<file path="config.mk">
export PLATFORM = sky130hd
export DESIGN_NAME = pcm_tx_port
export DESIGN_NICKNAME = d
export VERILOG_FILES = /design/src/rtl/pcm_tx_pkg.sv /design/src/rtl/pcm_sync_bank.sv /design/src/rtl/pcm_idle_mon.sv /design/src/rtl/pcm_law_map.sv /design/src/rtl/pcm_tx_port.sv
export SDC_FILE = /design/constraint.sdc
export NUM_CORES = 1
export LEC_CHECK = 0
export BUFFER_PORTS_ARGS = -buffer_cell sky130_fd_sc_hd__buf_4
export CORE_UTILIZATION = 61
export DETAILED_ROUTE_END_ITERATION = 16
export HOLD_SLACK_MARGIN = 0.03
export PLACE_DENSITY = 0.77
export SLEW_MARGIN = 5
export SYNTH_ARGS = -nofsm -noshare
export SYNTH_HDL_FRONTEND = slang
export SYNTH_SLANG_ARGS = --single-unit
</file>
<file path="constraint.sdc">
create_clock -name clk -period 5.43 [get_ports clk]
set_clock_uncertainty 0.05 [all_clocks]
set_input_delay 0.543 -clock clk [delete_from_list [all_inputs] [get_ports clk]]
set_output_delay 0.543 -clock clk [all_outputs]
set_load 0.005 [all_outputs]
</file>
<file path="src/rtl/pcm_tx_pkg.sv">
package pcm_tx_pkg;

    localparam int WORD_BITS = 8;

    typedef logic [WORD_BITS-1:0] pcm_word_t;

    typedef enum logic [1:0] {
        ST_SLEEP = 2'd0,
        ST_IDLE  = 2'd1,
        ST_ARMED = 2'd2,
        ST_SHIFT = 2'd3
    } tx_state_t;

    // even-numbered bits counted from the MSD (bit 7 is number 1)
    localparam pcm_word_t EVEN_BIT_MASK = 8'h55;
    // positive zero, as stored before law masking
    localparam pcm_word_t MU_IDLE_RAW   = 8'hFF;
    localparam pcm_word_t A_IDLE_RAW    = 8'h80;

endpackage

</file>
<file path="src/rtl/pcm_sync_bank.sv">
module pcm_sync_bank #(
    parameter int WIDTH  = 3,
    parameter int STAGES = 2
) (
    input  logic             clk,
    input  logic             rst_n,
    input  logic [WIDTH-1:0] async_in,
    output logic [WIDTH-1:0] level,
    output logic [WIDTH-1:0] level_q
);

    for (genvar g = 0; g < WIDTH; g++) begin : g_line
        logic [STAGES-1:0] chain;
        logic              prev;

        always_ff @(posedge clk or negedge rst_n) begin
            if (!rst_n) begin
                chain <= '0;
                prev  <= 1'b0;
            end else begin
                chain <= {chain[STAGES-2:0], async_in[g]};
                prev  <= chain[STAGES-1];
            end
        end

        assign level[g]   = chain[STAGES-1];
        assign level_q[g] = prev;
    end

endmodule

</file>
<file path="src/rtl/pcm_idle_mon.sv">
module pcm_idle_mon #(
    parameter int LIMIT = 256
) (
    input  logic clk,
    input  logic rst_n,
    input  logic activity,
    output logic stalled
);

    localparam int             CNT_W = $clog2(LIMIT + 1);
    localparam logic [CNT_W-1:0] LIM = CNT_W'(LIMIT);

    logic [CNT_W-1:0] cnt_q;

    always_ff @(posedge clk or negedge rst_n) begin
        if (!rst_n) begin
            cnt_q <= '0;
        end else if (activity) begin
            cnt_q <= '0;
        end else if (cnt_q != LIM) begin
            cnt_q <= cnt_q + 1'b1;
        end
    end

    assign stalled = (cnt_q == LIM);

endmodule

</file>
<file path="src/rtl/pcm_law_map.sv">
module pcm_law_map
    import pcm_tx_pkg::*;
(
    input  logic      law_a,
    input  pcm_word_t raw,
    output pcm_word_t coded
);

    always_comb begin
        coded = raw ^ (law_a ? EVEN_BIT_MASK : '0);
    end

endmodule

</file>
<file path="src/rtl/pcm_tx_port.sv">
module pcm_tx_port
    import pcm_tx_pkg::*;
#(
    parameter int SYNC_STAGES     = 2,
    parameter int BCLK_STATIC_CYC = 2048,
    parameter int SYNC_STATIC_CYC = 50000
) (
    input  logic       clk,
    input  logic       rst_n,
    input  logic       bclk_in,
    input  logic       fsync_in,
    input  logic       pwr_on,
    input  logic       law_sel,
    input  logic [7:0] smp_data,
    input  logic       smp_valid,
    output logic       line_oe,
    output logic       line_bit
);

    localparam int               IDX_W    = $clog2(WORD_BITS);
    localparam logic [IDX_W-1:0] LAST_IDX = IDX_W'(WORD_BITS - 1);

    // ---- pin conditioning ----
    logic [2:0] pin_lvl;
    logic [2:0] pin_prev;

    pcm_sync_bank #(
        .WIDTH  (3),
        .STAGES (SYNC_STAGES)
    ) u_sync (
        .clk      (clk),
        .rst_n    (rst_n),
        .async_in ({pwr_on, fsync_in, bclk_in}),
        .level    (pin_lvl),
        .level_q  (pin_prev)
    );

    logic bclk_lvl, bclk_rise, bclk_act;
    logic fs_rise, fs_act;
    logic pdn_lvl;

    assign bclk_lvl  = pin_lvl[0];
    assign bclk_rise = pin_lvl[0] & ~pin_prev[0];
    assign bclk_act  = pin_lvl[0] ^ pin_prev[0];
    assign fs_rise   = pin_lvl[1] & ~pin_prev[1];
    assign fs_act    = pin_lvl[1] ^ pin_prev[1];
    // power pin must read high on two samples before the port wakes
    assign pdn_lvl   = pin_lvl[2] & pin_prev[2];

    // ---- stall detection ----
    logic bclk_stall, sync_stall;

    pcm_idle_mon #(.LIMIT(BCLK_STATIC_CYC)) u_bclk_mon (
        .clk      (clk),
        .rst_n    (rst_n),
        .activity (bclk_act),
        .stalled  (bclk_stall)
    );

    pcm_idle_mon #(.LIMIT(SYNC_STATIC_CYC)) u_sync_mon (
        .clk      (clk),
        .rst_n    (rst_n),
        .activity (fs_act),
        .stalled  (sync_stall)
    );

    logic saving_q;

    always_ff @(posedge clk or negedge rst_n) begin
        if (!rst_n) begin
            saving_q <= 1'b0;
        end else if (fs_rise && !bclk_stall) begin
            saving_q <= 1'b0;
        end else if (bclk_stall || sync_stall) begin
            saving_q <= 1'b1;
        end
    end

    // ---- sample selection ----
    logic      pend_q;
    pcm_word_t pend_byte_q;
    pcm_word_t raw_pick;
    pcm_word_t coded_pick;

    always_comb begin
        if (smp_valid)   raw_pick = smp_data;
        else if (pend_q) raw_pick = pend_byte_q;
        else             raw_pick = law_sel ? A_IDLE_RAW : MU_IDLE_RAW;
    end

    pcm_law_map u_law (
        .law_a (law_sel),
        .raw   (raw_pick),
        .coded (coded_pick)
    );

    // ---- control FSM ----
    tx_state_t        state_q, state_d;
    logic [IDX_W-1:0] idx_q;
    pcm_word_t        shreg_q;
    logic             frame_start;

    assign frame_start = (state_q == ST_IDLE) && fs_rise && pdn_lvl && !saving_q;

    always_comb begin
        state_d = state_q;
        if (!pdn_lvl || saving_q) begin
            state_d = ST_SLEEP;
        end else begin
            unique case (state_q)
                ST_SLEEP: state_d = ST_IDLE;
                ST_IDLE:  if (fs_rise) state_d = bclk_lvl ? ST_SHIFT : ST_ARMED;
                ST_ARMED: if (bclk_rise) state_d = ST_SHIFT;
                ST_SHIFT: if (bclk_rise && idx_q == LAST_IDX) state_d = ST_IDLE;
                default:  state_d = ST_SLEEP;
            endcase
        end
    end

    always_ff @(posedge clk or negedge rst_n) begin
        if (!rst_n) begin
            state_q     <= ST_SLEEP;
            idx_q       <= '0;
            shreg_q     <= '1;
            pend_q      <= 1'b0;
            pend_byte_q <= '0;
        end else begin
            state_q <= state_d;

            if (frame_start) begin
                pend_q <= 1'b0;
            end else if (smp_valid) begin
                pend_q      <= 1'b1;
                pend_byte_q <= smp_data;
            end

            if (frame_start) begin
                shreg_q <= coded_pick;
                idx_q   <= '0;
            end else if (state_q == ST_SHIFT && state_d == ST_SHIFT && bclk_rise) begin
                shreg_q <= {shreg_q[WORD_BITS-2:0], 1'b1};
                idx_q   <= idx_q + 1'b1;
            end
        end
    end

    // ---- outputs ----
    always_comb begin
        line_oe  = (state_q == ST_SHIFT);
        line_bit = line_oe ? shreg_q[WORD_BITS-1] : 1'b1;
    end

endmodule

</file>
## After elaboration in Yosys (flattened, before gate mapping)

Index checks and enable logic that the tools add are counted.

- Add/sub/neg operators: 3
- Equal/unequal tests: 9
- Muxes and demuxes: 23
- Bitwise operators: 9
- Reduce and logical (&&, ||, !) cells: 19

Operator list:

| operator | count |
|---|---|
| two-way mux 16 bit | 2 |
| two-way mux 8 bit | 4 |
| two-way mux 12 bit | 2 |
| adder 16 x 1 -> 16 bit, second input constant | 1 |
| == test 16 bit, second input constant | 1 |
| != test 16 bit, second input constant | 1 |
| two-way mux 7 bit | 2 |
| adder 12 x 1 -> 12 bit, second input constant | 1 |
| == test 12 bit, second input constant | 1 |
| != test 12 bit, second input constant | 1 |
| nonzero test 2 bit | 5 |
| two-way mux 2 bit | 4 |
| one-hot mux 2 bit (4 select lines) | 1 |
| XOR 8 bit | 1 |
| logical AND 1 bit | 7 |
| == test 2 bit, second input constant | 3 |
| two-way mux 1 bit | 6 |
| two-way mux 3 bit | 2 |
| adder 3 x 1 -> 3 bit, second input constant | 1 |
| bitwise AND 1 bit | 3 |
| == test 3 bit, second input constant | 1 |
| logical NOT 1 bit | 3 |
| inverter 1 bit | 3 |
| == test 2 x 1 -> 1 bit, second input constant | 1 |
| other kinds (4) | 6 |

- Register bits: 60
- Input bits: 15
- Logic and storage cells: 77

## Logic depth before layout (Yosys ltp)

Gate-level depths: netlist (run 1).

- Depth in word-level cells: 11
- Depth in mapped cells: 7

## By module

Synthesis (run 1) repeated with hierarchy kept, for this count alone.

- Cells, all modules: 292
- Area, all modules: 3071.7 um^2

Modules (own cells, without submodules):

| module | instances | cells an instance | area an instance (um^2) | seq. area each (um^2) |
|---|---|---|---|---|
| pcm_tx_port | 1 | 110 | 1201.2 | 585.6 |
| pcm_idle_mon at u_sync_mon | 1 | 90 | 883.3 | 400.4 |
| pcm_idle_mon at u_bclk_mon | 1 | 69 | 651.9 | 300.3 |
| pcm_sync_bank | 1 | 15 | 270.3 | 225.2 |
| pcm_law_map | 1 | 8 | 65.1 | 0.0 |

## Worst setup path after synthesis (run 1)

Ideal clock, no wire load.

- Path kind: reg-to-reg
- Start: reg u_sync.g_line[1].prev
- End: reg idx_q[0]
- Library setup time: 125 ps
- Arrival time: 1559 ps
- Setup slack: 3697 ps
- Cell stages (with the launch flop): 8
- Path buffers: 1
- Cells stage by stage: dfrtp_1 > inv_1 > ha_1 > nor2b_2 > or3b_4 > nor2b_4 > buf_6 > mux2_2

- Word-level cells in the longest chain between the ends: 9

Ends and longest elaborated chain:

| element | line | source |
|---|---|---|
| start, declared | pcm_sync_bank.sv:14 | `logic prev;` |
| start signal, assigned | pcm_sync_bank.sv:22 | `prev <= chain[STAGES-1];` |
| inverter 1 bit * | pcm_tx_port.sv:45 | `assign fs_rise = pin_lvl[1] & ~pin_prev[1];` |
| bitwise AND 1 bit * | pcm_tx_port.sv:45 |  |
| two-way mux 2 bit | pcm_tx_port.sv:112 | `ST_IDLE: if (fs_rise) state_d = bclk_lvl ? ST_SHIFT : ST_ARMED;` |
| one-hot mux 2 bit (4 select lines) | pcm_tx_port.sv:110 | `unique case (state_q)` |
| two-way mux 2 bit | pcm_tx_port.sv:107 | `if (!pdn_lvl \|\| saving_q) begin` |
| == test 2 bit | pcm_tx_port.sv:140 | `end else if (state_q == ST_SHIFT && state_d == ST_SHIFT && bclk_rise) begin` |
| logical AND 1 bit (2 in series) | pcm_tx_port.sv:140 |  |
| nonzero test 2 bit (no line) | -- |  |
| end signal, assigned | pcm_tx_port.sv:142 | `idx_q <= idx_q + 1'b1;` |
| end, declared | pcm_tx_port.sv:99 | `logic [IDX_W-1:0] idx_q;` |

Mark *: on every way between the ends. The rest lies on a longest branch, timed or not.
A chain may end at the register's enable or synchronous reset.

## Worst setup path after layout (run 1)

- Start: reg u_sync.g_line[1].prev
- End: reg pend_byte_q[1]

- Word-level cells in the longest chain between the ends: 7

Ends and longest elaborated chain:

| element | line | source |
|---|---|---|
| inverter 1 bit | pcm_tx_port.sv:45 |  |
| bitwise AND 1 bit | pcm_tx_port.sv:45 |  |
| logical AND 1 bit (3 in series) | pcm_tx_port.sv:103 | `assign frame_start = (state_q == ST_IDLE) && fs_rise && pdn_lvl && !saving_q;` |
| inverter 1 bit (no line) | -- |  |
| AND reduction 2 bit (no line) | -- |  |
| end signal, assigned | pcm_tx_port.sv:134 | `pend_byte_q <= smp_data;` |
| end, declared | pcm_tx_port.sv:81 | `pcm_word_t pend_byte_q;` |

No other way between the ends.

==> run metrics, run 1 <==
clk slew on worst S/H paths 0.07 ns; Placement Setup Slack around 3.5 ns; drc violations 0; CP Data Arrival Time 2.09 ns; ratio of cells with drive above 1 in the final layout 0.195; cell area after layout approximately 3300 um2; first-pass GRT wire length 9450 um; setup TNS 0 ns; post-CTS sizing 0; final setup fails 0; Max Cap Viol 0; post-synthesis xor/xnor area fraction 0.0591; antenna viol nets, final 0; worst reg-to-reg setup slack 3.50 ns; Port Buffer Count 16; pwr dens 312 nW/um2; relative slew slack 0.525; final slew viol count 0; post-layout minimum cycle time 1.93 ns; Max Clk Rate 519 MHz; Synth Area in Compound Gates 0.0963; multi-input logic area around 1300 um2; RSZ-0062 raised after global routing false; share of the yosys chip area belonging to registers 0.510; Post-synth EDFFs 0; Post-Syn Area per Cell 11.1 um2; Seq pwr share 0.500; TritonCTS clock tree built; Fin. Hold Viols 0; Ports 17; H-tree levels 3; total CTS buffers 9; width of the die ~72 um; LEAKAGE 1.49 nW; CTS Buffer Depth 2; initial antenna violation count 0; final worst slack 3.50 ns; Synth cell types 51; Final Net Count 310; Die Area between 5000 and 6000 um2; Setup CP Type flip-flop to flip-flop; mux share of post-synthesis cell area 0.0410; Critical Path RT 5.60 ns; Post-Syn Instances 268; Starting DRT DRC Count 97; Setup Buffers After CTS 0; Tot Pwr 1.03 mW; critical path launch point type flip-flop; Comb pwr share 0.087; status completed; synth cell count leaders 52 x dfrtp_1, 20 x and2_1, 19 x inv_1, 15 x nand2_1; Post-synth ARST share 1.00; TritonRoute pass-1 iters 4; Tot GR Track Use 0.240; Placer Congestion around 0.79; Worst Tran Pin Value ~0.7 ns; syn nets about 290; Area after DPL a little over 3000 um2; dominant cell type by area after synthesis dfrtp_1; Seq cells post-synth 60; Synth Area in Adders 0.0338; Die Span Y ~72 um; Clock power frac 0.414; Hold WC Path Type input port to asynchronous set/reset pin; hold slack 0.213 ns; P_int a little under 0.8 mW; core area around 4500 um2; largest family of logic cells by synthesized area simple AND/OR/NAND/NOR gates; Clock Root Buffer clkbuf_8; crit-path max FO 13; Synth top area share 0.439; main area contributors after synthesis dfrtp_1 44%, dfstp_2 7.1%, and2_1 4.2%, xnor2_1 3.5%, mux2_2 3.4%; Post-Syn Area 2960 um2; Final Cycle Share 0.355; Vias 2019; WL final 5260 um; most frequent cell after synthesis dfrtp_1; num rows 24; DP HPWL 3410 um; switch share 0.234; ANT cells 0; CTS Sinks 60; Ys Warns 0; fillcell total roughly 330; main flop type after synthesis dfrtp_1; largest net degree at the start of global routing 61; vias in the first global route 2006; Vias/cell 5.87; Area growth, synth to finish 11.4%; Initial Util 0.658; worst skew pair latency 0.34 ns; gr ovfl total 0; Wirelength per Cell about 15 um; Max rail drop VDD 0.000265 V; hold buffers post-CTS 0; Sw Pwr 0.241 mW; simple-gate share of the synthesized area 0.217; Worst Setup End Kind flip-flop; register area around 1500 um2
[layer usage]
| layer | GRT usage | wire length, um | up-vias |
|---|---|---|---|
| met1 | 0.334 | 2600 | 978 |
| met4 | 0.0959 | 85 | 0 |
| met3 | 0.0745 | 189 | 11 |
| li1 | - | - | 995 |
| met2 | 0.353 | 2380 | 35 |
| met5 | 0 | 0 | - |
[kinds of logic after synthesis]
kind of cell	Yosys count
mux	11
fa+ha+maj	8
compound gates	40
buf+inv	27
flops	60
xor+xnor	20
simple gates	102
[critical path, stage by stage, from the launching register on]
cell and delay, ns:
dfrtp_1 0.36, inv_1 0.05, ha_1 0.14, nor2b_2 0.16
or3b_4 0.48, nand2_2 0.21, mux2_2 0.36
[final timing paths]
kind,from,to,depth (start not counted)
setup / recovery,u_sync.g_line[1].prev$_DFF_PN0_,pend_byte_q[1]$_DFFE_PN0P_,6
hold / removal,rst_n,idx_q[1]$_DFFE_PN0P_,1
setup reg to reg,u_sync.g_line[1].prev$_DFF_PN0_,pend_byte_q[1]$_DFFE_PN0P_,6
hold reg to reg,u_sync.g_line[2].chain[0]$_DFF_PN0_,u_sync.g_line[2].chain[1]$_DFF_PN0_,0
max in group asynchronous,rst_n,u_sync_mon.cnt_q[9]$_DFFE_PN0P_,1
min in group clk,pwr_on,u_sync.g_line[2].chain[0]$_DFF_PN0_,1
[sequential cells by signal, summed over array words and instances (netlist names)]
| name | cells |
|---|---|
| shreg_q | 8 |
| state_q | 2 |
| u_sync.g_line.chain | 6 |
| u_bclk_mon.cnt_q | 12 |
| pend_byte_q | 8 |
| idx_q | 3 |
| pend_q | 1 |
| u_sync.g_line.prev | 3 |
| u_sync_mon.cnt_q | 16 |
| saving_q | 1 |
[power by group through the flow]
| stage | combinational, mW | sequential [mW] | clock (mW) |
|---|---|---|---|
| after floorplan | 0.0617 | 0.514 | 0 |
| after global placement | 0.0871 | 0.521 | 0 |
| after detailed placement | 0.0900 | 0.522 | 0 |
| after CTS | 0.0904 | 0.515 | 0.433 |
| after global routing | 0.104 | 0.519 | 0.456 |
| final | 0.0893 | 0.515 | 0.426 |
[through the flow]
step,instances,utilization
final,344,0.733
after global routing,344,0.733
after CTS,344,0.733
after detailed placement,328,0.687
after global placement,328,0.687
after floorplan,268,-
[layout make-up]
type / instances / area share
Sequential cell: 60 / 0.458
Multi-Input combinational cell: 181 / 0.401
Clock buffer: 11 / 0.0398
Timing Repair Buffer: 16 / 0.0364
Clock inverter: 5 / 0.0235
Inverter: 19 / 0.0216
Tap cell: 52 / 0.0197
[placed cells by master, fill, tap and decap left out, types with 2 or more instances in the layout]
cell type	count
or3_1	3
dfstp_2	8
o211ai_1	3
xnor2_1	12
nor4bb_1	2
nor4b_1	3
a211o_1	3
dfrtp_1	52
and2_1	20
o21ai_0	7
nor2_1	5
bufinv_16	2
o221ai_1	4
nand2_1	15
mux2_2	9
nand3_1	12
ha_1	8
nor4_1	5
a221o_1	4
mux2i_1	2
inv_1	19
nand2b_1	5
a21oi_1	8
clkbuf_8	9
nor3b_1	3
clkbuf_1	2
nand4b_1	2
nand4_1	6
clkinv_2	2
a22oi_1	2
a22o_2	2
a21boi_0	3
nand3b_1	3
buf_4	16
xor2_1	8
nor3_1	6
No activity file was read; power rests on OpenSTA's default activity.
==> run 2: changes to the inputs <==
--- a/config.mk
+++ b/config.mk
@@ -6,10 +6,10 @@
 export NUM_CORES = 1
 export LEC_CHECK = 0
 export BUFFER_PORTS_ARGS = -buffer_cell sky130_fd_sc_hd__buf_4
-export CORE_UTILIZATION = 61
+export CORE_UTILIZATION = 54
 export DETAILED_ROUTE_END_ITERATION = 16
 export HOLD_SLACK_MARGIN = 0.03
-export PLACE_DENSITY = 0.77
+export PLACE_DENSITY = 0.72
 export SLEW_MARGIN = 5
 export SYNTH_ARGS = -nofsm -noshare
 export SYNTH_HDL_FRONTEND = slang
==> constraint.sdc (replaced) <==
create_clock -name clk -period 1.6 [get_ports clk]
set_clock_uncertainty 0.05 [all_clocks]
set_input_delay 0.16 -clock clk [delete_from_list [all_inputs] [get_ports clk]]
set_output_delay 0.16 -clock clk [all_outputs]
set_load 0.005 [all_outputs]
==> run metrics, run 2 (synthesis results as in run 1) <==
status complete, but fails checks; failing checks setup timing; largest net degree at the start of global routing 61 (unchanged); LEAKAGE 1.74 nW (+16%); antenna viol nets, final 0 (unchanged); met3 GRT Util 0.0503 (-0.0242); fin cells 400 (+16%); WL final 5980 um (+14%); crit-path max FO 8 (-5); Fin. Hold Viols 0 (unchanged); M1 GR Usage 0.299 (-0.0348); max FFs per register 16 (unchanged); Tot GR Track Use 0.218 (-0.0216); H-tree levels 3 (unchanged); fillcell total 365 (+12%); hold slack 0.114 ns (-0.0989 ns); clk slew on worst S/H paths 0.07 ns (about the same); Worst Setup End Kind flip-flop; Hold WC Path Type input port to flip-flop; Port Buffer Count 16 (unchanged); initial antenna violation count 0 (unchanged); gr ovfl total 0 (unchanged); ratio of cells with drive above 1 in the final layout 0.324 (+0.129); core area 5200 um2 (+16%); biggest regs u_sync_mon.cnt_q: 16 flops, u_bclk_mon.cnt_q: 12 flops; final worst slack -0.150 ns (-3.66 ns); Vias 2188 (+8.4%); relative slew slack 0.763 (+0.239); num rows 26 (+8.3%); Critical Path RT 1.78 ns (-3.82 ns); most common cell after layout, fill and taps aside dfrtp_1; pwr dens 939 nW/um2 (+200%); Worst Tran Pin Value 0.355 ns (-0.358 ns); Final Net Count 348 (+12%); Die Area 5790 um2 (+13%); Starting DRT DRC Count 117 (+21%); Setup CP Type flip-flop to flip-flop; TritonRoute pass-1 iters 4 (unchanged); total CTS buffers 9 (unchanged); drc violations 0 (unchanged); post-layout minimum cycle time 1.75 ns (-0.175 ns); met2 global-route usage 0.341 (-0.0123); post-layout util 0.735 (+0.00180); final setup fails 20 (+20); Max Cap Viol 0 (unchanged); TritonCTS clock tree built; Wirelength per Cell 14.9 um (-2.2%); DP HPWL 3420 um (+0.47%); Vias/cell 5.47 (-6.8%); Placer Congestion 0.829 (+4.4%); placed cells 363 (+11%); worst skew pair latency 0.34 ns (about the same); Top reg by flops u_sync_mon.cnt_q; setup TNS -2.27 ns (-2.27 ns); Top Usage Layer GRT met2; first-pass GRT wire length 9980 um (+5.5%); Max Clk Rate 571 MHz (+10%); vias in the first global route 2159 (+7.6%); CP Data Arrival Time 1.93 ns (-0.16 ns); ANT cells 0 (unchanged); Final Cycle Share 1.09 (+0.739); CTS Sinks 60 (unchanged); critical path launch point type flip-flop; width of the die 76.1 um (+6.1%); Initial Util 0.569 (-0.0885); Area growth, synth to finish 29.1%; most frequent cells in the layout 52 x dfrtp_1, 38 x buf_4, 20 x and2_1; Clock Root Buffer clkbuf_8; Die Span Y 76.1 um (+6.1%); CTS Buffer Depth 2 (unchanged); RSZ-0062 raised after global routing true; Max rail drop VDD 0.000712 V (+170%); final slew viol count 0 (unchanged); Ports 17 (unchanged)
## run 2: per-layer routing
| metal | part of all wire | up-vias |
|---|---|---|
| met4 | 0.011 | 0 |
| met3 | 0.037 | 5 |
| met5 | 0 | - |
| met1 | 0.49 | 1077 |
| li1 | - | 1063 |
| met2 | 0.46 | 43 |
## run 2: final timing paths
check                                                     from                                  end  slack, ns  depth (start not counted)
setup reg to reg               u_sync.g_line[1].prev$_DFF_PN0_           pend_byte_q[7]$_DFFE_PN0P_      -0.15                          6
min in group asynchronous                                rst_n      u_bclk_mon.cnt_q[9]$_DFFE_PN0P_       0.30                          3
hold / removal                                         law_sel               shreg_q[0]$_DFFE_PN1P_       0.11                          3
max in group asynchronous                                rst_n               shreg_q[3]$_DFFE_PN1P_       0.90                          3
setup / recovery               u_sync.g_line[1].prev$_DFF_PN0_           pend_byte_q[7]$_DFFE_PN0P_      -0.15                          6
hold reg to reg            u_sync.g_line[2].chain[0]$_DFF_PN0_  u_sync.g_line[2].chain[1]$_DFF_PN0_       0.31                          0
## run 2: what timing repair did
action | 4_1_cts | 5_1_grt
hold endpoints to repair | 63 | 0
setup buffers | 5 | 4
gates resized for setup | 16 | 23
pin swaps | 3 | 8
hold buffers | 12 | 0
setup endpoints to repair | 22 | 31
## run 2: critical path, cell delays in order, from the launching register on
cell	delay (ns)
dfrtp_1	0.36
inv_1	0.06
ha_2	0.17
nor2b_4	0.14
or3b_4	0.43
nand2_8	0.13
mux2_4	0.31
## run 2: where the power goes
part           switching (mW)  total, mW  internal (mW)
combinational           0.203      0.447          0.244
sequential             0.0830       1.74           1.66
clock                   0.602       1.40          0.802
total                   0.888       3.59           2.71
## run 2: layout make-up
| type | count | area (um2) | share of cell area |
|---|---|---|---|
| clock inverters | 4 | 48.8 | 0.0128 |
| well taps | 70 | 87.6 | 0.0229 |
| inverters | 19 | 73.8 | 0.0193 |
| repair buffers | 54 | 453 | 0.118 |
| flip-flops and latches | 60 | 1510 | 0.395 |
| clock buffers | 12 | 155 | 0.0406 |
| multi-input cells | 181 | 1500 | 0.391 |
## run 2: metrics by stage
stage	total power [mW]	instance area, um2	setup WS, ns
2_1_floorplan	1.96	2970	-0.129
6_report	3.59	3820	-0.150
4_1_cts	3.57	3690	-0.142
5_1_grt	3.74	3820	-0.220
3_3_place_gp	2.09	3270	-0.183
3_5_place_dp	2.11	3270	-0.233
==> run 3: changes to the inputs <==
==> constraint.sdc (replaced) <==
create_clock -name clk -period 1.4 [get_ports clk]
set_clock_uncertainty 0.05 [all_clocks]
set_input_delay 0.14 -clock clk [delete_from_list [all_inputs] [get_ports clk]]
set_output_delay 0.14 -clock clk [all_outputs]
set_load 0.005 [all_outputs]
==> run metrics, run 3 (synthesis results as in run 1) <==
status complete, but fails checks; failing checks setup timing; post-layout minimum cycle time 1.80 ns (+0.0448 ns); Max Cap Viol 0 (unchanged); CP Data Arrival Time 1.97 ns (+0.04 ns); total CTS buffers 9 (unchanged); Hold WC Path Type input port to flip-flop; H-tree levels 3 (unchanged); WL final 8570 um (+43%); initial antenna violation count 0 (unchanged); final slew viol count 0 (unchanged); Die Span Y 76.1 um (unchanged); cell area after layout 4450 um2 (+16%); LEAKAGE 2.14 nW (+23%); most frequent cells in the layout 62 x buf_4, 47 x dfrtp_1, 20 x and2_1, 20 x buf_6, 17 x inv_1; Die Area 5790 um2 (unchanged); CTS Sinks 60 (unchanged); drc violations 0 (unchanged); biggest regs u_sync_mon.cnt_q: 16 flops, u_bclk_mon.cnt_q: 12 flops; critical path launch point type flip-flop; Final Cycle Share 1.28 (+0.188); final setup fails 40 (+100%); ANT cells 0 (unchanged); Placer Congestion 0.809 (-2.5%); Worst Tran Pin Value 0.426 ns (+0.0709 ns); Tot Pwr 4.16 mW (+16%); Clock Root Buffer clkbuf_8; Top reg by flops u_sync_mon.cnt_q; max FFs per register 16 (unchanged); TritonRoute pass-1 iters 4 (unchanged); Placement Setup Slack -0.406 ns (-0.173 ns); Worst Setup End Kind flip-flop; ratio of cells with drive above 1 in the final layout 0.470 (+0.146); Vias/cell 5.86 (+7.0%); pwr dens 934 nW/um2 (-0.60%); final worst slack -0.395 ns (-0.245 ns); num rows 26 (unchanged); core area 5200 um2 (unchanged); Ports 17 (unchanged); DP HPWL 3980 um (+16%); Fin. Hold Viols 0 (unchanged); TritonCTS clock tree built; gr ovfl total 0 (unchanged); Port Buffer Count 16 (unchanged); Wirelength per Cell 19.4 um (+30%); Area after DPL 3520 um2 (+7.9%); Final Net Count 390 (+12%); largest net degree at the start of global routing 34 (-44%); Vias 2588 (+18%); vias in the first global route 2593 (+20%); crit-path max FO 8 (unchanged); RSZ-0062 raised after global routing true; clk slew on worst S/H paths 0.07 ns (about the same); antenna viol nets, final 0 (unchanged); setup TNS -9.76 ns (-7.49 ns); first-pass GRT wire length 12400 um (+24%); width of the die 76.1 um (unchanged); Max Clk Rate 557 MHz (-2.5%); most common cell after layout, fill and taps aside buf_4; Max rail drop VDD 0.000703 V (-1.2%); Setup CP Type flip-flop to flip-flop; Tot GR Track Use 0.278 (+0.0593); Initial Util 0.569 (unchanged); Starting DRT DRC Count 169 (+44%); Area growth, synth to finish 50.3%; Critical Path RT 1.58 ns (-0.20 ns); relative slew slack 0.716 (-0.0473); worst skew pair latency 0.34 ns (about the same); CTS Buffer Depth 2 (unchanged)
## run 3: cell count changes in the layout (fill, tap and decap cells not counted), sizes merged
cell / previous run / this run
buf: 41 / 83
bufinv: 1 / 0
clkbuf: 13 / 12
clkinvlp: 0 / 1
nor2b: 3 / 4
## run 3: path summary, 6_finish.rpt
kind | cells after the start | start | slack [ns] | end
max in group asynchronous | 3 | rst_n | 0.54 | shreg_q[3]$_DFFE_PN1P_
setup reg to reg | 6 | u_sync.g_line[1].prev$_DFF_PN0_ | -0.40 | pend_byte_q[6]$_DFFE_PN0P_
hold reg to reg | 0 | u_sync.g_line[2].chain[0]$_DFF_PN0_ | 0.31 | u_sync.g_line[2].chain[1]$_DFF_PN0_
min in group asynchronous | 2 | rst_n | 0.20 | pend_byte_q[4]$_DFFE_PN0P_
setup / recovery | 6 | u_sync.g_line[1].prev$_DFF_PN0_ | -0.40 | pend_byte_q[6]$_DFFE_PN0P_
hold / removal | 3 | law_sel | 0.09 | shreg_q[0]$_DFFE_PN1P_
## run 3: worst max-delay path, cell delays in order, from the launching register on
cell	delay [ns]
dfrtp_1	0.36
inv_1	0.05
ha_2	0.17
nor2b_4	0.14
or3b_4	0.44
nand2_8	0.15
mux2_4	0.31
## run 3: layer usage
layer	track usage	vias to the layer above	share of wire
met3	0.0587	29	0.032
met2	0.465	73	0.52
met4	0.110	0	0.030
met1	0.353	1332	0.42
met5	0	-	0
li1	-	1154	-
## run 3: what timing repair did
item | 4_1_cts | 5_1_grt
hold buffers | 12 | 0
cloned | 1 | 0
hold endpoints to repair | 70 | 0
buffers inserted | 15 | 5
pin swaps | 22 | 17
setup endpoints to repair | 41 | 49
gates resized for setup | 57 | 45
## run 3: cell type report
type	instances	area, um2
Sequential cell	60	1520
Tap cell	70	87.6
Multi-Input combinational cell	182	1750
Timing Repair Buffer	95	831
Fill cell	249	753
Clock buffer	12	165
Inverter	19	76.3
Clock inverter	4	22.5
## run 3: per-stage QoR
stage / hold WS, ns / instances / utilization
2_1_floorplan: -0.206 / 268 / -
3_3_place_gp: 0.0352 / 394 / 0.677
3_5_place_dp: 0.0352 / 394 / 0.677
4_1_cts: 0.0808 / 438 / 0.811
5_1_grt: 0.125 / 442 / 0.855
6_report: 0.0903 / 442 / 0.855
## run 3: report_power, final
group	leakage, nW	switching [mW]	internal, mW	total, mW
clock network	0.0982	0.708	0.778	1.49
logic	1.29	0.309	0.357	0.666
registers	0.752	0.107	1.90	2.01
